<file path="config.mk">
export PLATFORM = sky130hd
export DESIGN_NAME = clkdiv_frac
export DESIGN_NICKNAME = d
export VERILOG_FILES = /design/src/rtl/clkdiv_pkg.sv /design/src/rtl/clkdiv_cfg_decode.sv /design/src/rtl/clkdiv_period_ctr.sv /design/src/rtl/clkdiv_out_stage.sv /design/src/rtl/clkdiv_frac.sv
export SDC_FILE = /design/constraint.sdc
export NUM_CORES = 1
export LEC_CHECK = 0
export BUFFER_PORTS_ARGS = -buffer_cell sky130_fd_sc_hd__clkbuf_2
export CAP_MARGIN = 20
export CORE_MARGIN = 3
export CORE_UTILIZATION = 46
export CTS_CLUSTER_DIAMETER = 150
export CTS_CLUSTER_SIZE = 28
export DETAILED_ROUTE_END_ITERATION = 10
export HOLD_SLACK_MARGIN = 0.06
export PLACE_DENSITY = 0.76
export SYNTH_ARGS = -nofsm -noshare
export SYNTH_HDL_FRONTEND = slang
export SYNTH_HIERARCHICAL = 1
export SYNTH_SLANG_ARGS = --single-unit
export TNS_END_PERCENT = 50
</file>
<file path="constraint.sdc">
create_clock -name clk_i -period 2.7 [get_ports clk_i]
set_clock_uncertainty 0.2 [all_clocks]
set_input_delay 0.54 -clock clk_i [delete_from_list [all_inputs] [get_ports clk_i]]
set_output_delay 0.54 -clock clk_i [all_outputs]
set_load 0.01 [all_outputs]
</file>
<file path="src/rtl/clkdiv_pkg.sv">
package clkdiv_pkg;

    localparam int SEL_W = 3;
    localparam int CNT_W = 7;
    localparam logic [SEL_W-1:0] RESET_CODE = 3'd1;

    typedef logic [SEL_W-1:0] ratio_code_t;

    typedef struct packed {
        logic [CNT_W-1:0] period;
        logic [CNT_W-1:0] high;
    } div_cfg_t;

    // twice the ratio: 3,4,5,6,8,10,16,32
    function automatic logic [CNT_W-1:0] twice_ratio(input ratio_code_t code);
        logic [CNT_W-1:0] r;
        case (code)
            3'd0:    r = 7'd3;
            3'd1:    r = 7'd4;
            3'd2:    r = 7'd5;
            3'd3:    r = 7'd6;
            3'd4:    r = 7'd8;
            3'd5:    r = 7'd10;
            3'd6:    r = 7'd16;
            default: r = 7'd32;
        endcase
        return r;
    endfunction

    function automatic div_cfg_t decode_cfg(input ratio_code_t code, input logic hf);
        div_cfg_t c;
        logic [CNT_W-1:0] n2;
        n2       = twice_ratio(code);
        c.period = n2 << 1;
        // odd twice-ratio means half-integer ratio
        c.high   = (hf && n2[0]) ? (n2 - 7'd1) : n2;
        return c;
    endfunction

endpackage

</file>
<file path="src/rtl/clkdiv_cfg_decode.sv">
module clkdiv_cfg_decode
    import clkdiv_pkg::*;
(
    input  ratio_code_t sel_i,
    input  logic        hf_i,
    output div_cfg_t    cfg_o
);
    always_comb begin
        cfg_o = decode_cfg(sel_i, hf_i);
    end
endmodule

</file>
<file path="src/rtl/clkdiv_period_ctr.sv">
module clkdiv_period_ctr
    import clkdiv_pkg::*;
#(
    parameter int W = CNT_W
) (
    input  logic         clk_i,
    input  logic         rst_i,
    input  logic         lock_i,
    input  div_cfg_t     cfg_next_i,
    output logic         start_o,
    output logic [W-1:0] cnt_o,
    output div_cfg_t     cfg_o
);
    logic         run_q;
    logic [W-1:0] cnt_q;
    div_cfg_t     cfg_q;
    logic         last_w;

    assign last_w  = (cnt_q == cfg_q.period - 1'b1);
    assign start_o = lock_i && (!run_q || last_w);
    assign cnt_o   = cnt_q;
    assign cfg_o   = cfg_q;

    always_ff @(posedge clk_i) begin
        if (rst_i) begin
            run_q <= 1'b0;
            cnt_q <= '0;
            cfg_q <= decode_cfg(RESET_CODE, 1'b0);
        end else if (!lock_i) begin
            run_q <= 1'b0;
            cnt_q <= '0;
        end else if (start_o) begin
            run_q <= 1'b1;
            cnt_q <= '0;
            cfg_q <= cfg_next_i;
        end else begin
            cnt_q <= cnt_q + 1'b1;
        end
    end
endmodule

</file>
<file path="src/rtl/clkdiv_out_stage.sv">
module clkdiv_out_stage
    import clkdiv_pkg::*;
#(
    parameter int W = CNT_W
) (
    input  logic         clk_i,
    input  logic         rst_i,
    input  logic         lock_i,
    input  logic         start_i,
    input  logic [W-1:0] cnt_i,
    input  logic [W-1:0] high_i,
    output logic         div_clk_o,
    output logic         strobe_o
);
    logic [W:0] next_cnt;
    assign next_cnt = {1'b0, cnt_i} + 1'b1;

    always_ff @(posedge clk_i) begin
        if (rst_i || !lock_i) begin
            div_clk_o <= 1'b0;
            strobe_o  <= 1'b0;
        end else if (start_i) begin
            div_clk_o <= 1'b1;
            strobe_o  <= 1'b1;
        end else begin
            div_clk_o <= (next_cnt < {1'b0, high_i});
            strobe_o  <= 1'b0;
        end
    end
endmodule

</file>
<file path="src/rtl/clkdiv_frac.sv">
module clkdiv_frac
    import clkdiv_pkg::*;
#(
    parameter int SELW = SEL_W,
    parameter int CW   = CNT_W
) (
    input  logic            clk_i,
    input  logic            rst_i,
    input  logic [SELW-1:0] ratio_sel_i,
    input  logic            hf_mode_i,
    input  logic            lock_i,
    output logic            div_clk_o,
    output logic            period_start_o
);
    div_cfg_t        cfg_next;
    div_cfg_t        cfg_q;
    logic            start_w;
    logic [CW-1:0]   cnt_q;

    clkdiv_cfg_decode u_dec (
        .sel_i (ratio_sel_i),
        .hf_i  (hf_mode_i),
        .cfg_o (cfg_next)
    );

    clkdiv_period_ctr #(.W(CW)) u_ctr (
        .clk_i      (clk_i),
        .rst_i      (rst_i),
        .lock_i     (lock_i),
        .cfg_next_i (cfg_next),
        .start_o    (start_w),
        .cnt_o      (cnt_q),
        .cfg_o      (cfg_q)
    );

    clkdiv_out_stage #(.W(CW)) u_out (
        .clk_i     (clk_i),
        .rst_i     (rst_i),
        .lock_i    (lock_i),
        .start_i   (start_w),
        .cnt_i     (cnt_q),
        .high_i    (cfg_q.high),
        .div_clk_o (div_clk_o),
        .strobe_o  (period_start_o)
    );
endmodule

</file>
After elaboration in Yosys (flattened, before gate mapping) --
Cells that the tools add are included.
Word-level totals: register bits after elaboration 23, bits of input ports 7, output and inout bits 2, word-level logic and storage cells 33
Operators by class: add/subtract/negate cells 4, $lt $le $gt $ge 1, equality and inequality tests 7, mux-type cells 4, bitwise gates (word level) 1, reductions and logical operators 10
Operators with widths (count):
- $pmux W6 S7 | 1
- $eq A3 B3 Y1 const B | 3
- $add A7 B1 Y8 const B | 1
- $lt A8 B7 Y1 | 1
- $add A7 B1 Y7 const B | 1
- $eq A7 B7 Y1 | 1
- $mux W7 | 1
- $sub A6 B1 Y7 const B | 1
- $sub A7 B1 Y7 const B | 1
- $eq A3 B2 Y1 const B | 2
- $eq A3 B1 Y1 const B | 1
- $logic_not A3 Y1 | 1
- $reduce_or A3 Y1 | 1
- $logic_and A1 B1 Y1 | 2
- $logic_not A1 Y1 | 2
- $logic_or A1 B1 Y1 | 2
- $mux W1 | 2
- $reduce_and A2 Y1 | 1
- $reduce_or A2 Y1 | 1
- $not A1 Y1 | 1

Logic depth before layout (Yosys ltp) --
Gate-level depths: netlist (run 1).
word-level depth 5, gate-level depth with buffers 9

By module --
Netlist (run 1), hierarchy kept.
Modules (own cells, without submodules):
- clkdiv_period_ctr | times used 1, cells each 121, area each 1171.1 sq um
- clkdiv_out_stage | times used 1, cells each 38, area each 302.8 sq um
- clkdiv_cfg_decode | times used 1, cells each 29, area each 227.7 sq um

Worst setup path after synthesis (run 1) --
No wires, ideal clock.
kind register -> register, start point register u_ctr/cfg_o[7] (netlist name), end point register u_out.div_clk_o, setup time 0.070 ns, arrival time 2.351 ns, setup slack 0.079 ns, cell stages (with the launch flop) 10, buffers on the path 1, period minus slack after synthesis 2.621 ns, path through dfxtp_1 inv_1 ha_1 o21ba_1 a221oi_1 a311oi_1 a2111oi_4 buf_6 nor3b_1 o21bai_1
RTL lines:
- to (signal assigned) | RTL line clkdiv_out_stage.sv:26 | div_clk_o <= (next_cnt < {1'b0, high_i});
- to (decl) | RTL line clkdiv_out_stage.sv:12 | output logic div_clk_o,

==> reports/metrics.csv, run 1 <==
stage;metric;value;unit
pwr;Power Internal;0.629;mW
global_routing;maximum number of pins on one net before global-route repair;32;
global_routing;global-route wire length before repair;5.23;mm
timing;final setup fails;0;
global_routing;grt peak-use layer;met2;
critical_path;Crit path max-delay family;compound AO/OA/AOI/OAI gates;
clock_tree;total clock sinks;24;
detailed_routing;DRT Pass-1 Iters;6;
place;GP Congestion;0.754;
detailed_routing;DRC violations left;0;
clock_tree;CTS clk-pin slew, worst paths;80;ps
cells_and_area;Layout area overhead;7.72;%
pwr;Net Switching;0.199;mW
pwr;Pleak;0.724;nW
floorplanning;die height;66.8;um
cells_and_area;most frequent cells in the layout;nand2b_1 (24), dfxtp_1 (24), nor2_1 (20);
pwr;Total Power;0.828;mW
critical_path;CP peak stage delay;410;ps
place;Port Buffer Count;8;
clock_tree;setup bufs post-CTS;0;
clock_tree;worst skew pair latency;270;ps
detailed_routing;WL per Instance;13.2;um
logic_synthesis;Synth warnings;6;
floorplanning;Initial Util;49.4;%
worst_hold_path;Hold Crit Depth;2;
logic_synthesis;synth top area cells;dfxtp_1 (28%), mux2i_1 (8.8%), nand2b_1 (8.8%);
cells_and_area;Final nets;212;
timing;total negative slack;0;ps
global_routing;met1 Resource Use GR;20.9;%
critical_path;reg2reg setup slack;180;ps
clock_tree;CTS Hold Bufs;0;
global_routing;grt met3 use;3.54;%
cells_and_area;Multi-input gate area;0.00110;sq mm
critical_path;Crit Path Category;register to register;
timing;FMAX;396;MHz
logic_synthesis;Synth Register Bits;24;
logic_synthesis;ys async rst share;0;%
timing;Final Slew Violations;0;
clock_tree;TritonCTS buffer count;3;
logic_synthesis;Post-synth top flop;dfxtp_1;
place;Post-DP HPWL;2.35;mm
critical_path;critical path fanouts, max;14;
detailed_routing;drt initial violations;61;
clock_tree;CTS max path bufs;2;
floorplanning;Die W;66.8;um
logic_synthesis;Avg Inst Size Synth;9.05;sq um
timing;unrepaired setup endpoints after global routing;false;
clock_tree;CTS tree;built;
detailed_routing;Routed Antenna Nets;0;
logic_synthesis;Synth Instances;188;
logic_synthesis;sequential element share of the synthesized area;28.2;%
clock_tree;post-cts sizing count;0;
run_status;status;complete, no violations;
pwr;Comb pwr share;16.4;%
pwr;Sw Share;24.0;%
floorplanning;core footprint;0.00344;sq mm
timing;Final Hold Vio Count;0;
logic_synthesis;Synth top area share;28.2;%
global_routing;total global-route track usage;15.3;%
global_routing;vias in the first global route;1089;
detailed_routing;final wirelength;3.16;mm
timing;Tcrit/Tclk final;93.4;%
floorplanning;die area;0.00446;sq mm
critical_path;reg-to-reg startpoint;u_ctr/cfg_o[7]$_SDFFE_PP0P_;
cells_and_area;number of antenna diodes;0;
critical_path;WP data arrival;2520;ps
logic_synthesis;Post-Syn Nets;205;
logic_synthesis;synthesized area;0.00170;sq mm
logic_synthesis;Yosys cell types;47;
critical_path;Critical Path Sink Type;register;
global_routing;grt ovf;0;
detailed_routing;via/cell ratio;5.21;
pwr;Clock power frac;37.7;%
critical_path;cell chain of the critical path;inv_1 -> ha_1 -> o21ba_1 -> a221oi_1 -> a311oi_1 -> a2111oi_4 -> buf_6 -> mux2i_1;
pwr;Sequential Power Share;45.9;%
cells_and_area;fillers;310;
critical_path;worst endpoint required time;2700;ps
cells_and_area;ratio of cells with drive above 1 in the final layout;14.9;%
critical_path;R2R cell count;8;
run;max cap viols;0;
critical_path;worst r2r dst;u_ctr/cfg_o[0]$_SDFFE_PP0P_;
clock_tree;H-tree levels;1;
timing;min Tclk post-route;2520;ps
global_routing;initial antenna violation count;0;
worst_hold_path;hold_sp;u_ctr/cfg_o[5]$_SDFFE_PP0P_;
logic_synthesis;EDFF count, synth;0;
logic_synthesis;area leader, netlist;dfxtp_1;
critical_path;crit path buf inv count;2;
worst_hold_path;type of the worst min-delay path;register to register;
pwr;Pwr per Cell Area;452;mW/mm^2
floorplanning;# IOs;9;
global_routing;GR Util met2;24.3;%
clock_tree;root buf cell;clkbuf_8;
critical_path;Slowest-stage cell, CP;dfxtp_1;
detailed_routing;Vias;1251;
worst_hold_path;Hold EP;u_ctr/cfg_o[5]$_SDFFE_PP0P_;
pwr;peak supply drop;0.215;mV
place;Placement Setup Slack;177;ps
timing;Final WS setup;178;ps
floorplanning;row cnt;21;
critical_path;crit path launch type;register;
cells_and_area;Sequential Area;480;sq um
[Yosys cell counts, types with 2 or more instances]
cell / count
nand3_1: 7
mux2i_1: 15
nor3b_1: 2
o21ai_0: 2
clkbuf_1: 3
nand2b_1: 24
buf_6: 4
and3_2: 2
xnor2_1: 12
buf_4: 2
and3_1: 3
xor2_1: 8
dfxtp_1: 24
nor4_4: 2
a21oi_1: 2
nand2_1: 4
nor2_1: 20
inv_1: 13
nor3_1: 2
ha_1: 10
[flip-flops by register name, summed over array words and instances, names as in the netlist]
register / flops
u_ctr/cfg_o: 14
u_ctr/cnt_o: 7
u_ctr/run_q: 1
u_out/div_clk_o: 1
u_out/strobe_o: 1
[power by group through the flow]
stage	Combinational, mW	Clock (mW)	Sequential, mW
2_1_floorplan	0.116	0	0.386
3_3_place_gp	0.132	0	0.387
3_5_place_dp	0.134	0	0.389
4_1_cts	0.135	0.319	0.380
5_1_grt	0.152	0.336	0.382
6_report	0.136	0.312	0.380
[kinds of logic (layout without fill, tap and decap cells)]
family / count (synthesis) / in the layout / synth area share, %
buffers and inverters: 24 / 30 / 7.57
AOI/OAI and AO/OA: 20 / 20 / 10.5
muxes: 15 / 15 / 8.82
adders and majority gates: 10 / 10 / 7.35
other: 1 / 1 / 0.220
and+or+nand+nor: 74 / 74 / 27.0
DFF: 24 / 24 / 28.2
xor gates and xnor gates: 20 / 20 / 10.3
[routing by layer]
layer / vias up / part of all wire [%]
li1: 647 / -
met1: 572 / 50
met2: 30 / 45
met3: 2 / 4.1
met4: 0 / 0.73
met5: - / 0
[worst min-delay path: stages, from the launching register on]
cell and delay [ps]:
dfxtp_1 320, nand2b_1 60, mux2i_1 60
[layout make-up]
cell class                      count  area share (%)
Clock inverter                      1            1.64
Inverter                           14            2.87
Multi-Input combinational cell    140            59.9
Clock buffer                        3            2.25
Tap cell                           46            3.14
Sequential cell                    24            26.2
Timing Repair Buffer               12            4.03
[per-stage QoR]
step           utilization [%]  instance area [sq um]  std cells  hold WS (ps)
2_1_floorplan                -                   1700        188           249
3_3_place_gp              50.9                   1750        236           261
3_5_place_dp              50.9                   1750        236           266
4_1_cts                   53.0                   1820        240           281
5_1_grt                   53.3                   1830        240           307
6_report                  53.3                   1830        240           279
[worst max path at each step]
| stage | startpoint | endpoint | slack, ps | cells after the start |
|---|---|---|---|---|
| global placement | u_ctr/cfg_o[7]$_SDFFE_PP0P_ | u_ctr/cfg_o[5]$_SDFFE_PP0P_ | 290 | 8 |
| finish | u_ctr/cfg_o[7]$_SDFFE_PP0P_ | u_ctr/cfg_o[0]$_SDFFE_PP0P_ | 180 | 8 |
| global route | u_ctr/cfg_o[7]$_SDFFE_PP0P_ | u_ctr/cfg_o[10]$_SDFFE_PP1P_ | 10 | 8 |
| floorplan | u_ctr/cfg_o[7]$_SDFFE_PP0P_ | u_out/div_clk_o$_SDFF_PP0_ | 80 | 9 |
| detailed placement | u_ctr/cfg_o[7]$_SDFFE_PP0P_ | u_ctr/cfg_o[6]$_SDFFE_PP0P_ | 180 | 8 |
| CTS | u_ctr/cfg_o[7]$_SDFFE_PP0P_ | u_ctr/cfg_o[6]$_SDFFE_PP0P_ | 140 | 8 |
Power figures use the tool's default switching activity.
==> run 2, diff against run 1 <==
--- a/config.mk
+++ b/config.mk
@@ -7,7 +7,7 @@
 export LEC_CHECK = 0
 export BUFFER_PORTS_ARGS = -buffer_cell sky130_fd_sc_hd__clkbuf_2
 export CAP_MARGIN = 20
-export CORE_MARGIN = 3
+export CORE_MARGIN = 2
 export CORE_UTILIZATION = 46
 export CTS_CLUSTER_DIAMETER = 150
 export CTS_CLUSTER_SIZE = 28
==> reports/metrics.csv, run 2 (synthesis results as in run 1) <==
stage;metric;value;unit;change
run_status;status;complete, no violations;;
cells_and_area;max reg flops;14;;unchanged
critical_path;crit path launch type;register;;
place;Post-DP HPWL;2.31;mm;-1.4%
floorplanning;core footprint;0.00361;sq mm;+4.8%
floorplanning;# IOs;9;;unchanged
cells_and_area;number of antenna diodes;0;;unchanged
clock_tree;setup bufs post-CTS;0;;unchanged
detailed_routing;DRC violations left;0;;unchanged
pwr;Clock power frac;38.3;%;+0.6 points
critical_path;worst endpoint required time;2700;ps;about the same
timing;Tcrit/Tclk final;92.0;%;-1.4 points
pwr;Sw Share;24.7;%;+0.65 points
pwr;Sequential Power Share;45.4;%;-0.5 points
cells_and_area;Cell Count, Final, Fillers Out;242;;+0.83%
place;cell count after placement;238;;+0.85%
global_routing;global-route wire length before repair;5.48;mm;+4.7%
run;max cap viols;0;;unchanged
critical_path;Critical Path Sink Type;register;;
floorplanning;die area;0.00420;sq mm;-5.9%
critical_path;Slowest-stage cell, CP;dfxtp_1;;
clock_tree;CTS clk-pin slew, worst paths;90;ps;about the same
floorplanning;die height;64.8;um;-3.0%
detailed_routing;via/cell ratio;5.07;;-2.6%
detailed_routing;final wirelength;3.09;mm;-2.2%
cells_and_area;most frequent cells in the layout;nand2b_1 (24), dfxtp_1 (24), nor2_1 (20);;
worst_hold_path;type of the worst min-delay path;register to register;;
critical_path;critical path fanouts, max;14;;unchanged
global_routing;met1 Resource Use GR;21.9;%;+1.0 points
pwr;Pleak;0.723;nW;-0.21%
global_routing;GR Util met2;27.7;%;+3.4 points
cells_and_area;Sequential Area;480;sq um;unchanged
floorplanning;Initial Util;47.2;%;-2.2 points
global_routing;maximum number of pins on one net before global-route repair;32;;unchanged
global_routing;total global-route track usage;16.4;%;+1.1 points
timing;min Tclk post-route;2480;ps;-38.5 ps
cells_and_area;fillers;348;;+12%
global_routing;vias in the first global route;1196;;+9.8%
global_routing;grt met3 use;3.13;%;-0.42 points
critical_path;WP data arrival;2490;ps;-30 ps
floorplanning;row cnt;22;;+4.8%
timing;total negative slack;0;ps;unchanged
clock_tree;worst skew pair latency;270;ps;about the same
detailed_routing;DRT Pass-1 Iters;4;;-2
global_routing;initial antenna violation count;0;;unchanged
clock_tree;CTS max path bufs;2;;unchanged
place;GP Congestion;0.727;;-3.7%
pwr;Net Switching;0.206;mW;+3.6%
clock_tree;total clock sinks;24;;unchanged
timing;final setup fails;0;;unchanged
critical_path;CP peak stage delay;410;ps;about the same
pwr;Pwr per Cell Area;456;mW/mm^2;+1.0%
clock_tree;TritonCTS buffer count;3;;unchanged
detailed_routing;drt initial violations;25;;-59%
timing;Final Slew Violations;0;;unchanged
detailed_routing;Vias;1228;;-1.8%
cells_and_area;Multi-input gate area;0.00109;sq mm;-0.46%
timing;Final Hold Vio Count;0;;unchanged
floorplanning;Die W;64.8;um;-3.0%
timing;unrepaired setup endpoints after global routing;false;;
clock_tree;CTS tree;built;;
pwr;Comb pwr share;16.3;%;about the same
pwr;Power Internal;0.629;mW;about the same
detailed_routing;Routed Antenna Nets;0;;unchanged
global_routing;grt peak-use layer;met2;;
cells_and_area;Final nets;212;;unchanged
timing;FMAX;403;MHz;+1.5%
critical_path;cell chain of the critical path;inv_1 -> ha_1 -> o21ba_1 -> a221oi_1 -> a311oi_1 -> a2111oi_4 -> buf_6 -> mux2i_1;;
critical_path;Crit Path Category;register to register;;
pwr;peak supply drop;0.297;mV;+38%
cells_and_area;Layout area overhead;7.57;%;
clock_tree;H-tree levels;1;;unchanged
clock_tree;root buf cell;clkbuf_8;;
place;Port Buffer Count;8;;unchanged
cells_and_area;ratio of cells with drive above 1 in the final layout;14.4;%;-0.52 points
detailed_routing;WL per Instance;12.8;um;-3.1%
global_routing;grt ovf;0;;unchanged
[run 2: worst paths after layout]
kind / slack [ps] / cells past startpoint / from / end
setup reg to reg: 220 / 8 / u_ctr/cfg_o[7]$_SDFFE_PP0P_ / u_ctr/cfg_o[9]$_SDFFE_PP0P_
hold / removal: 280 / 2 / u_ctr/cfg_o[6]$_SDFFE_PP0P_ / u_ctr/cfg_o[6]$_SDFFE_PP0P_
hold reg to reg: 280 / 2 / u_ctr/cfg_o[6]$_SDFFE_PP0P_ / u_ctr/cfg_o[6]$_SDFFE_PP0P_
setup / recovery: 220 / 8 / u_ctr/cfg_o[7]$_SDFFE_PP0P_ / u_ctr/cfg_o[9]$_SDFFE_PP0P_
[run 2: power by group through the flow]
stage | clock (mW) | combinational, mW | sequential (mW)
2_1_floorplan | 0 | 0.116 | 0.386
3_3_place_gp | 0 | 0.132 | 0.387
3_5_place_dp | 0 | 0.135 | 0.387
4_1_cts | 0.324 | 0.136 | 0.379
5_1_grt | 0.338 | 0.152 | 0.381
6_report | 0.320 | 0.136 | 0.379
[run 2: per-stage QoR]
step / hold WS, ps / worst slack [ps] / total power [mW] / utilization [%] / instance area, sq um
3_5_place_dp: 261 / 187 / 0.523 / 48.7 / 1760
3_3_place_gp: 259 / 298 / 0.519 / 48.7 / 1760
6_report: 283 / 216 / 0.835 / 50.8 / 1830
2_1_floorplan: 249 / 78.8 / 0.501 / - / 1700
5_1_grt: 318 / 20.2 / 0.871 / 50.8 / 1830
4_1_cts: 284 / 158 / 0.839 / 50.7 / 1830
[run 2: critical path: cells and delay by family (launching register included)]
family	cells	cell delay, ps
AOI/OAI and AO/OA	4	1010
adders and majority gates	1	250
buffers and inverters	2	310
DFF	1	410
muxes	1	210
[run 2: area by class of cell]
cell class                 instances  area share (%)
inverter                          14            2.87
clock inverter                     1            1.64
clock buffer                       3            2.26
sequential                        24            26.2
multi-input combinational        140            59.7
tap                               48            3.28
timing repair buffer              12            4.03
[run 2: timing repair]
| action | CTS | global route |
|---|---|---|
| setup endpoints to repair | 0 | 3 |
| resized for setup | 0 | 1 |
| hold buffers | 0 | 0 |
[run 2: layer usage]
layer | part of all wire (%) | up-vias
li1 | - | 646
met1 | 51 | 568
met2 | 47 | 12
met3 | 1.6 | 2
met4 | 0.68 | 0
met5 | 0 | -
==> run 3, diff against run 2 <==
--- a/config.mk
+++ b/config.mk
@@ -7,13 +7,15 @@
 export LEC_CHECK = 0
 export BUFFER_PORTS_ARGS = -buffer_cell sky130_fd_sc_hd__clkbuf_2
 export CAP_MARGIN = 20
+export CORE_ASPECT_RATIO = 0.8
 export CORE_MARGIN = 2
-export CORE_UTILIZATION = 46
+export CORE_UTILIZATION = 54
+export CTS_BUF_LIST = sky130_fd_sc_hd__clkbuf_2
 export CTS_CLUSTER_DIAMETER = 150
 export CTS_CLUSTER_SIZE = 28
 export DETAILED_ROUTE_END_ITERATION = 10
 export HOLD_SLACK_MARGIN = 0.06
-export PLACE_DENSITY = 0.76
+export PLACE_DENSITY = 0.86
 export SYNTH_ARGS = -nofsm -noshare
 export SYNTH_HDL_FRONTEND = slang
 export SYNTH_HIERARCHICAL = 1
==> reports/metrics.csv, run 3 (synthesis results as in run 1) <==
stage;metric;value;unit;change
run_status;status;complete, no violations;;
critical_path;worst endpoint required time;2790;ps;+90 ps
clock_tree;CTS clk-pin slew, worst paths;250;ps;+160 ps
floorplanning;row cnt;18;;-18%
global_routing;total global-route track usage;18.6;%;+2.2 points
cells_and_area;ratio of cells with drive above 1 in the final layout;14.9;%;+0.52 points
pwr;Sequential Power Share;50.2;%;+4.8 points
critical_path;Crit Path Category;register to register;;
cells_and_area;final instance area;0.00180;sq mm;-1.9%
clock_tree;setup bufs post-CTS;0;;unchanged
timing;unrepaired setup endpoints after global routing;false;;
cells_and_area;Final Util;59.1;%;+8.3 points
clock_tree;CTS tree;built;;
timing;final setup fails;0;;unchanged
worst_hold_path;type of the worst min-delay path;input pin to register;;
critical_path;worst setup path endpoint;u_ctr/cfg_o[8]$_SDFFE_PP0P_;;
pwr;Total Power;0.759;mW;-9.2%
floorplanning;# IOs;9;;unchanged
floorplanning;die height;54.2;um;-16%
detailed_routing;drt initial violations;71;;+180%
floorplanning;Initial Util;56.0;%;+8.8 points
pwr;peak supply drop;0.204;mV;-32%
clock_tree;root buf cell;clkbuf_2;;
pwr;Clock power frac;31.8;%;-6.5 points
pwr;Sw Share;26.2;%;+1.5 points
detailed_routing;DRT Pass-1 Iters;4;;unchanged
detailed_routing;final wirelength;3.00;mm;-3.1%
critical_path;Critical Path Sink Type;register;;
timing;Final Slew Violations;0;;unchanged
global_routing;vias in the first global route;1142;;-4.5%
clock_tree;CTS Hold Bufs;0;;unchanged
critical_path;reg2reg setup slack;210;ps;about the same
floorplanning;Die W;66.8;um;+3.0%
cells_and_area;Layout area overhead;5.51;%;
clock_tree;TritonCTS buffer count;3;;unchanged
cells_and_area;commonest non-fill, non-tap cell in the layout;nand2b_1;;
clock_tree;worst skew pair latency;360;ps;+90 ps
clock_tree;H-tree levels;1;;unchanged
pwr;Comb pwr share;18.0;%;+1.7 points
critical_path;worst r2r dst;u_ctr/cfg_o[8]$_SDFFE_PP0P_;;
critical_path;CP Launch Point;u_ctr/cfg_o[7]$_SDFFE_PP0P_;;
place;Post-DP HPWL;2.25;mm;-2.6%
detailed_routing;via/cell ratio;5.44;;+7.1%
cells_and_area;number of antenna diodes;0;;unchanged
cells_and_area;most frequent cells in the layout;nand2b_1 (24), dfxtp_1 (23), nor2_1 (20);;
pwr;Pleak;0.714;nW;-1.2%
critical_path;WP data arrival;2580;ps;+90 ps
place;placement-stage cell area;0.00175;sq mm;-0.57%
detailed_routing;WL per Instance;12.8;um;+0.21%
critical_path;reg-to-reg startpoint;u_ctr/cfg_o[7]$_SDFFE_PP0P_;;
detailed_routing;DRC violations left;0;;unchanged
critical_path;crit path launch type;register;;
place;GP Congestion;0.845;;+16%
clock_tree;total clock sinks;24;;unchanged
pwr;Pwr per Cell Area;423;mW/mm^2;-7.4%
global_routing;initial antenna violation count;0;;unchanged
floorplanning;die area;0.00362;sq mm;-14%
global_routing;global-route wire length before repair;5.11;mm;-6.8%
run;max cap viols;0;;unchanged
critical_path;R2R cell count;8;;unchanged
timing;FMAX;401;MHz;-0.29%
floorplanning;core footprint;0.00304;sq mm;-16%
global_routing;maximum number of pins on one net before global-route repair;32;;unchanged
clock_tree;CTS max path bufs;2;;unchanged
cells_and_area;max reg flops;14;;unchanged
cells_and_area;Final nets;212;;unchanged
detailed_routing;Routed Antenna Nets;0;;unchanged
global_routing;grt ovf;0;;unchanged
worst_hold_path;hold_sp;lock_i;;
clock_tree;post-cts sizing count;0;;unchanged
timing;min Tclk post-route;2490;ps;+7.25 ps
timing;Final Hold Vio Count;0;;unchanged
pwr;Power Internal;0.560;mW;-11%
detailed_routing;Vias;1272;;+3.6%
pwr;Net Switching;0.198;mW;-3.7%
timing;Tcrit/Tclk final;92.3;%;+0.27 points
place;Port Buffer Count;8;;unchanged
critical_path;critical path fanouts, max;14;;unchanged
timing;total negative slack;0;ps;unchanged
-- run 3: worst min-delay path by stage --
stage	to	slack, ps	cells past startpoint
after floorplan	u_ctr/cfg_o[0]$_SDFFE_PP0P_	250	2
after global placement	u_ctr/cfg_o[3]$_SDFFE_PP0P_	260	2
after detailed placement	u_ctr/cfg_o[4]$_SDFFE_PP0P_	260	2
after CTS	u_out/strobe_o$_SDFF_PP0_	200	3
after global routing	u_out/strobe_o$_SDFF_PP0_	190	3
final	u_out/strobe_o$_SDFF_PP0_	210	3
-- run 3: power by group through the flow --
stage	logic, mW	registers, mW	clock network (mW)
floorplan	0.116	0.386	0
global placement	0.131	0.387	0
detailed placement	0.134	0.388	0
CTS	0.135	0.381	0.247
global route	0.152	0.383	0.257
finish	0.137	0.381	0.241
-- run 3: metrics by stage --
| step | instances | setup WS [ps] | hold WS, ps |
|---|---|---|---|
| final | 234 | 209 | 212 |
| after floorplan | 188 | 78.8 | 249 |
| after global routing | 234 | 60.8 | 188 |
| after detailed placement | 230 | 204 | 263 |
| after CTS | 234 | 121 | 197 |
| after global placement | 230 | 274 | 263 |
-- run 3: layer usage --
metal  up-vias  routed length (um)  track usage, %
li1        648                   -               -
met1       603                1500            25.1
met2        19                1380            31.8
met3         2                 109            4.32
met4         0                   7            2.04
met5         -                   0               0
-- run 3: area by class of cell --
class                           instances  area [sq um]
Multi-Input combinational cell        140          1090
Inverter                               14          52.6
Sequential cell                        24           482
Clock buffer                            3          15.0
Tap cell                               40          50.0
Clock inverter                          1          30.0
Fill cell                             254          1240
Timing Repair Buffer                   12          73.8
-- run 3: critical path, cell delays in order, from the launching register on --
cell,delay (ps)
dfxtp_2,420
inv_1,60
ha_1,250
o21ba_1,200
a221oi_1,360
a311oi_1,130
a2111oi_4,350
buf_6,260
mux2i_1,200
